[src/rtl/sleep_gate_ctrl.sv]
module sleep_gate_ctrl #(
  parameter int CW = 8
) (
  input  logic          clk,
  input  logic          rst_n,
  input  logic          sleep_en,
  input  logic [2:0]    mode_sel,
  input  logic          sleep_stb,
  input  logic          adc_on,
  input  logic          irq_any,
  input  logic          wk_lvl,
  input  logic          wk_pin,
  input  logic          wk_adc,
  input  logic          wk_wdt,
  input  logic          wk_vmon,
  input  logic          ext_rst,
  input  logic          slow_tick,
  input  logic [CW-1:0] startup_cyc,
  output logic          clk_cpu_en,
  output logic          clk_nvm_en,
  output logic          clk_io_en,
  output logic          clk_adc_en,
  output logic          osc_en,
  output logic          adc_start,
  output logic          cpu_halt,
  output logic          wake_irq,
  output logic          wake_rst
);
  localparam int HALT_LEN = 4;
  localparam int HW = $clog2(HALT_LEN);

  typedef enum logic [1:0] {RUN, SLP, STUP, HLT} st_t;

  st_t           st;
  logic [2:0]    md;
  logic [CW-1:0] cnt;
  logic [HW-1:0] hcnt;
  logic          lvl_q;

  wire m_idle = (md == 3'b000);
  wire m_adcn = (md == 3'b001);
  wire m_pdn  = (md == 3'b010);

  wire code_ok = (mode_sel == 3'b000) || (mode_sel == 3'b001) ||
                 (mode_sel == 3'b010) || (mode_sel == 3'b100);
  wire go      = (st == RUN) && sleep_stb && sleep_en && code_ok;

  wire lvl_ok  = wk_lvl && lvl_q;
  wire base_wk = lvl_ok || wk_pin || wk_wdt;
  wire wake    = m_idle ? irq_any :
                 m_adcn ? (base_wk || wk_adc || wk_vmon) : base_wk;

  always_ff @(posedge clk or negedge rst_n) begin
    if (!rst_n) begin
      st        <= RUN;
      md        <= 3'b000;
      cnt       <= '0;
      hcnt      <= '0;
      lvl_q     <= 1'b0;
      adc_start <= 1'b0;
      wake_irq  <= 1'b0;
      wake_rst  <= 1'b0;
    end else begin
      adc_start <= 1'b0;
      wake_irq  <= 1'b0;
      wake_rst  <= 1'b0;
      lvl_q     <= (st == SLP) && wk_lvl;
      case (st)
        RUN: if (go) begin
          st        <= SLP;
          md        <= mode_sel;
          adc_start <= adc_on && (mode_sel[2:1] == 2'b00);
        end
        SLP: if (ext_rst) begin
          st       <= RUN;
          wake_rst <= 1'b1;
        end else if (wake) begin
          if (m_pdn && startup_cyc != '0) begin
            st  <= STUP;
            cnt <= startup_cyc;
          end else begin
            st   <= HLT;
            hcnt <= HW'(HALT_LEN - 1);
          end
        end
        STUP: if (ext_rst) begin
          st       <= RUN;
          wake_rst <= 1'b1;
        end else if (slow_tick) begin
          if (cnt == CW'(1)) begin
            st   <= HLT;
            hcnt <= HW'(HALT_LEN - 1);
          end else begin
            cnt <= cnt - 1'b1;
          end
        end
        HLT: if (ext_rst) begin
          st       <= RUN;
          wake_rst <= 1'b1;
        end else if (hcnt == '0) begin
          st       <= RUN;
          wake_irq <= 1'b1;
        end else begin
          hcnt <= hcnt - 1'b1;
        end
        default: st <= RUN;
      endcase
    end
  end

  wire awake = (st == RUN) || (st == HLT);
  wire asleep = (st == SLP);

  assign clk_cpu_en = awake;
  assign clk_nvm_en = awake;
  assign clk_io_en  = awake || (asleep && m_idle);
  assign clk_adc_en = awake || (asleep && (m_idle || m_adcn));
  assign osc_en     = awake || (st == STUP) || (asleep && !m_pdn);
  assign cpu_halt   = (st != RUN);
endmodule


[config.mk]
export PLATFORM = sky130hd
export DESIGN_NAME = sleep_gate_ctrl
export DESIGN_NICKNAME = d
export VERILOG_FILES = /design/src/rtl/sleep_gate_ctrl.sv
export SDC_FILE = /design/constraint.sdc
export NUM_CORES = 1
export LEC_CHECK = 0
export ABC_AREA = 1
export BUFFER_PORTS_ARGS = -buffer_cell sky130_fd_sc_hd__buf_2
export CAP_MARGIN = 40
export CELL_PAD_IN_SITES_DETAIL_PLACEMENT = 1
export CELL_PAD_IN_SITES_GLOBAL_PLACEMENT = 2
export CORE_ASPECT_RATIO = 0.6
export CORE_MARGIN = 2
export CORE_UTILIZATION = 30
export CTS_BUF_LIST = sky130_fd_sc_hd__clkbuf_8
export DETAILED_ROUTE_END_ITERATION = 12
export GPL_ROUTABILITY_DRIVEN = 0
export PLACE_DENSITY_LB_ADDON = 0.1
export SLEW_MARGIN = 15
export SYNTH_ARGS = -nofsm -noshare
export SYNTH_HDL_FRONTEND = slang
export SYNTH_SLANG_ARGS = --single-unit
[constraint.sdc]
create_clock -name clk -period 2.1 [get_ports clk]
set_input_delay 0.21 -clock clk [delete_from_list [all_inputs] [get_ports clk]]
set_output_delay 0.21 -clock clk [all_outputs]
set_load 0.03 [all_outputs]
==> impl_metrics.json <==
{
  "peakVddDrop_uv": 452,
  "first_pass_iters": 4,
  "wl_per_cell_um": 13.0,
  "crit_slowest_cell": "dfrtp_1",
  "layout_common_cells": "nand2_1 (74), buf_2 (32), inv_1 (23), nor2_1 (22), dfrtp_1 (19)",
  "worst-slew-pin-transition_ns": 0.479,
  "cts_buffer_depth": 2,
  "grt_pass1_vias": 1331,
  "first_iter_violations": 42,
  "finalHoldViolCount": 0,
  "htree_levels": 1,
  "io_pins": 33,
  "worstSetupPathType": "reg -> out",
  "ys_ff_latch": 19,
  "yosysSeqAreaShare": 0.342,
  "yosys_warnings": 0,
  "antenna_found_initial": 0,
  "rsz0062_at_grt": "no",
  "status": "finished clean",
  "finish.instance_area_um2": 1680,
  "fin_nets": 272,
  "grt_pass1_wl_um": 6420,
  "crit_family": "buffers and inverters",
  "hpwl_um": 3270,
  "die_y_um": 56.8,
  "antenna_cells": 0,
  "worstSetupStartpointType": "register",
  "synth_top_area_frac": 0.342,
  "fp-row-count": 19,
  "clockRootBuffer": "clkbuf_8",
  "hold_path_class": "in -> reg",
  "slew_violations": 0,
  "powerDensity_nw_per_um2": 1470,
  "numCtsBuffers": 3,
  "area_growth_pct": 20.7,
  "path_cells": "inv_1 > ha_1 > inv_2 > o21ai_0 > buf_2",
  "clk_pin_slew_ns": 0.08,
  "io_buffer_count": 32,
  "crit_path_end_kind": "primary output",
  "overflow": 0,
  "via_count": 1348,
  "final_common_cell": "nand2_1",
  "num-fill-cells": 588,
  "placed_area_um2": 1620,
  "clock_latency_ns": 0.26,
  "syn_area_per_cell_um2": 6.89,
  "synth_cell_types": 23,
  "core-area_um2": 4520,
  "syn_nets": 235,
  "skew_ns": 0.00327,
  "fmax_mhz": 546,
  "period_share": 0.872,
  "maxCapViolCount": 0,
  "power.total_w": 0.00247,
  "wirelength_um": 3920,
  "avgViaCountPerCell": 4.48,
  "cts_sinks": 19,
  "finalSetupTns_ns": 0,
  "cpPeakStageDelay_ns": 0.42,
  "critPathBufInv": 3,
  "cp.arrival_ns": 1.62,
  "die-area_um2": 5220,
  "setup_viol": 0,
  "syn_inst": 202,
  "min_period_ns": 1.83,
  "start_util": 0.308,
  "slew_headroom": 0.681,
  "ys_top_cells_by_area": "dfrtp_1 (34%), nand2_1 (20%), ha_1 (8.1%)",
  "drtAntennaViolNets": 0,
  "static-leakage-power_nw": 0.941,
  "yosys.area.top_type": "dfrtp_1",
  "synth.cell_area_um2": 1390,
  "grt_use_total": 0.160,
  "drc": 0,
  "path_max_fanout": 6,
  "drive_gt1_frac": 0.239,
  "die_width_um": 91.9,
  "grt_max_degree": 20,
  "cp.required_ns": 1.89,
  "cts_tree": "done"
}
## cell usage after synthesis
master    n
inv_2     3
dfrtp_1  19
mux2i_1   1
nand2_1  74
nor2_1   22
a31o_2    1
nand4_1   3
xor2_1    2
o21ai_0   9
a21oi_1   3
nor2_2    5
o21ai_2   4
buf_6     2
nand3_1  11
ha_1      9
nand3_2   2
nor3_2    1
buf_4     1
o21ai_1   2
inv_1    23
a21oi_2   1
nand2_2   2
xnor2_1   2
## metrics by stage
| step | hold slack [ns] | std cells | setup slack [ns] | utilization |
|---|---|---|---|---|
| detailed placement | 0.202 | 296 | 0.178 | 0.358 |
| global route | 0.167 | 301 | 0.0334 | 0.372 |
| floorplan | -0.0856 | 202 | 0.355 | - |
| global placement | 0.195 | 296 | 0.320 | 0.358 |
| CTS | 0.149 | 301 | 0.156 | 0.370 |
| finish | 0.152 | 301 | 0.269 | 0.372 |
## tightest hold or removal path, stage by stage
cell and delay [ns]:
buf_2 0.09, nand2_1 0.04, inv_1 0.04
## flip-flops by register name, indices dropped and copies added (netlist names)
signal     cells
adc_start      1
cnt            8
hcnt           2
lvl_q          1
md             3
st             2
wake_irq       1
wake_rst       1
## report_power, final
group	total [W]	leakage, nW	internal (W)	switching (W)
Clock	0.000265	0.0255	0.000132	0.000133
Combinational	0.00152	0.676	0.000510	0.00101
Sequential	0.000682	0.239	0.000520	0.000162
## final cells by class
cell class              count  area, µm²  share of cell area
clock buffers               3       41.3              0.0246
clock inverters             1       5.00             0.00298
inverters                  26       97.6              0.0581
multi-input cells         154        796               0.474
flip-flops and latches     19        475               0.283
well taps                  63       78.8              0.0469
repair buffers             35        185               0.110
## repair_timing
action	CTS	global route
endpoints found under the hold margin	19	0
setup endpoints to repair	0	1
setup buffers	0	0
hold buffers	1	0
resized for setup	0	1
## final timing paths
path | startpoint | endpoint | slack (ns) | depth (start not counted)
min in group asynchronous | rst_n | cnt[5] | 0.44 | 2
max in group asynchronous | rst_n | wake_rst | 1.33 | 2
hold reg to reg | hcnt[1] | hcnt[1] | 0.49 | 2
setup / recovery | st[1] | osc_en | 0.27 | 5
setup reg to reg | st[1] | cnt[4] | 0.27 | 9
hold / removal | wk_lvl | lvl_q | 0.15 | 3
## cell families after synthesis
family,after synthesis,synth area share
AND/OR/NAND/NOR,120,0.365
buffers and inverters,29,0.0917
AO/OA/AOI/OAI,20,0.0881
flip-flops,19,0.342
adder cells (fa/ha/maj),9,0.0809
XOR/XNOR,4,0.0252
multiplexers,1,0.00719
## layer usage
metal	vias up	global-route usage	share of wire
li1	697	-	-
met1	633	0.240	0.55
met2	16	0.234	0.41
met3	2	0.0416	0.034
met4	0	0.0256	0.0043
met5	-	0	0
(Power assumes the default switching activity.)
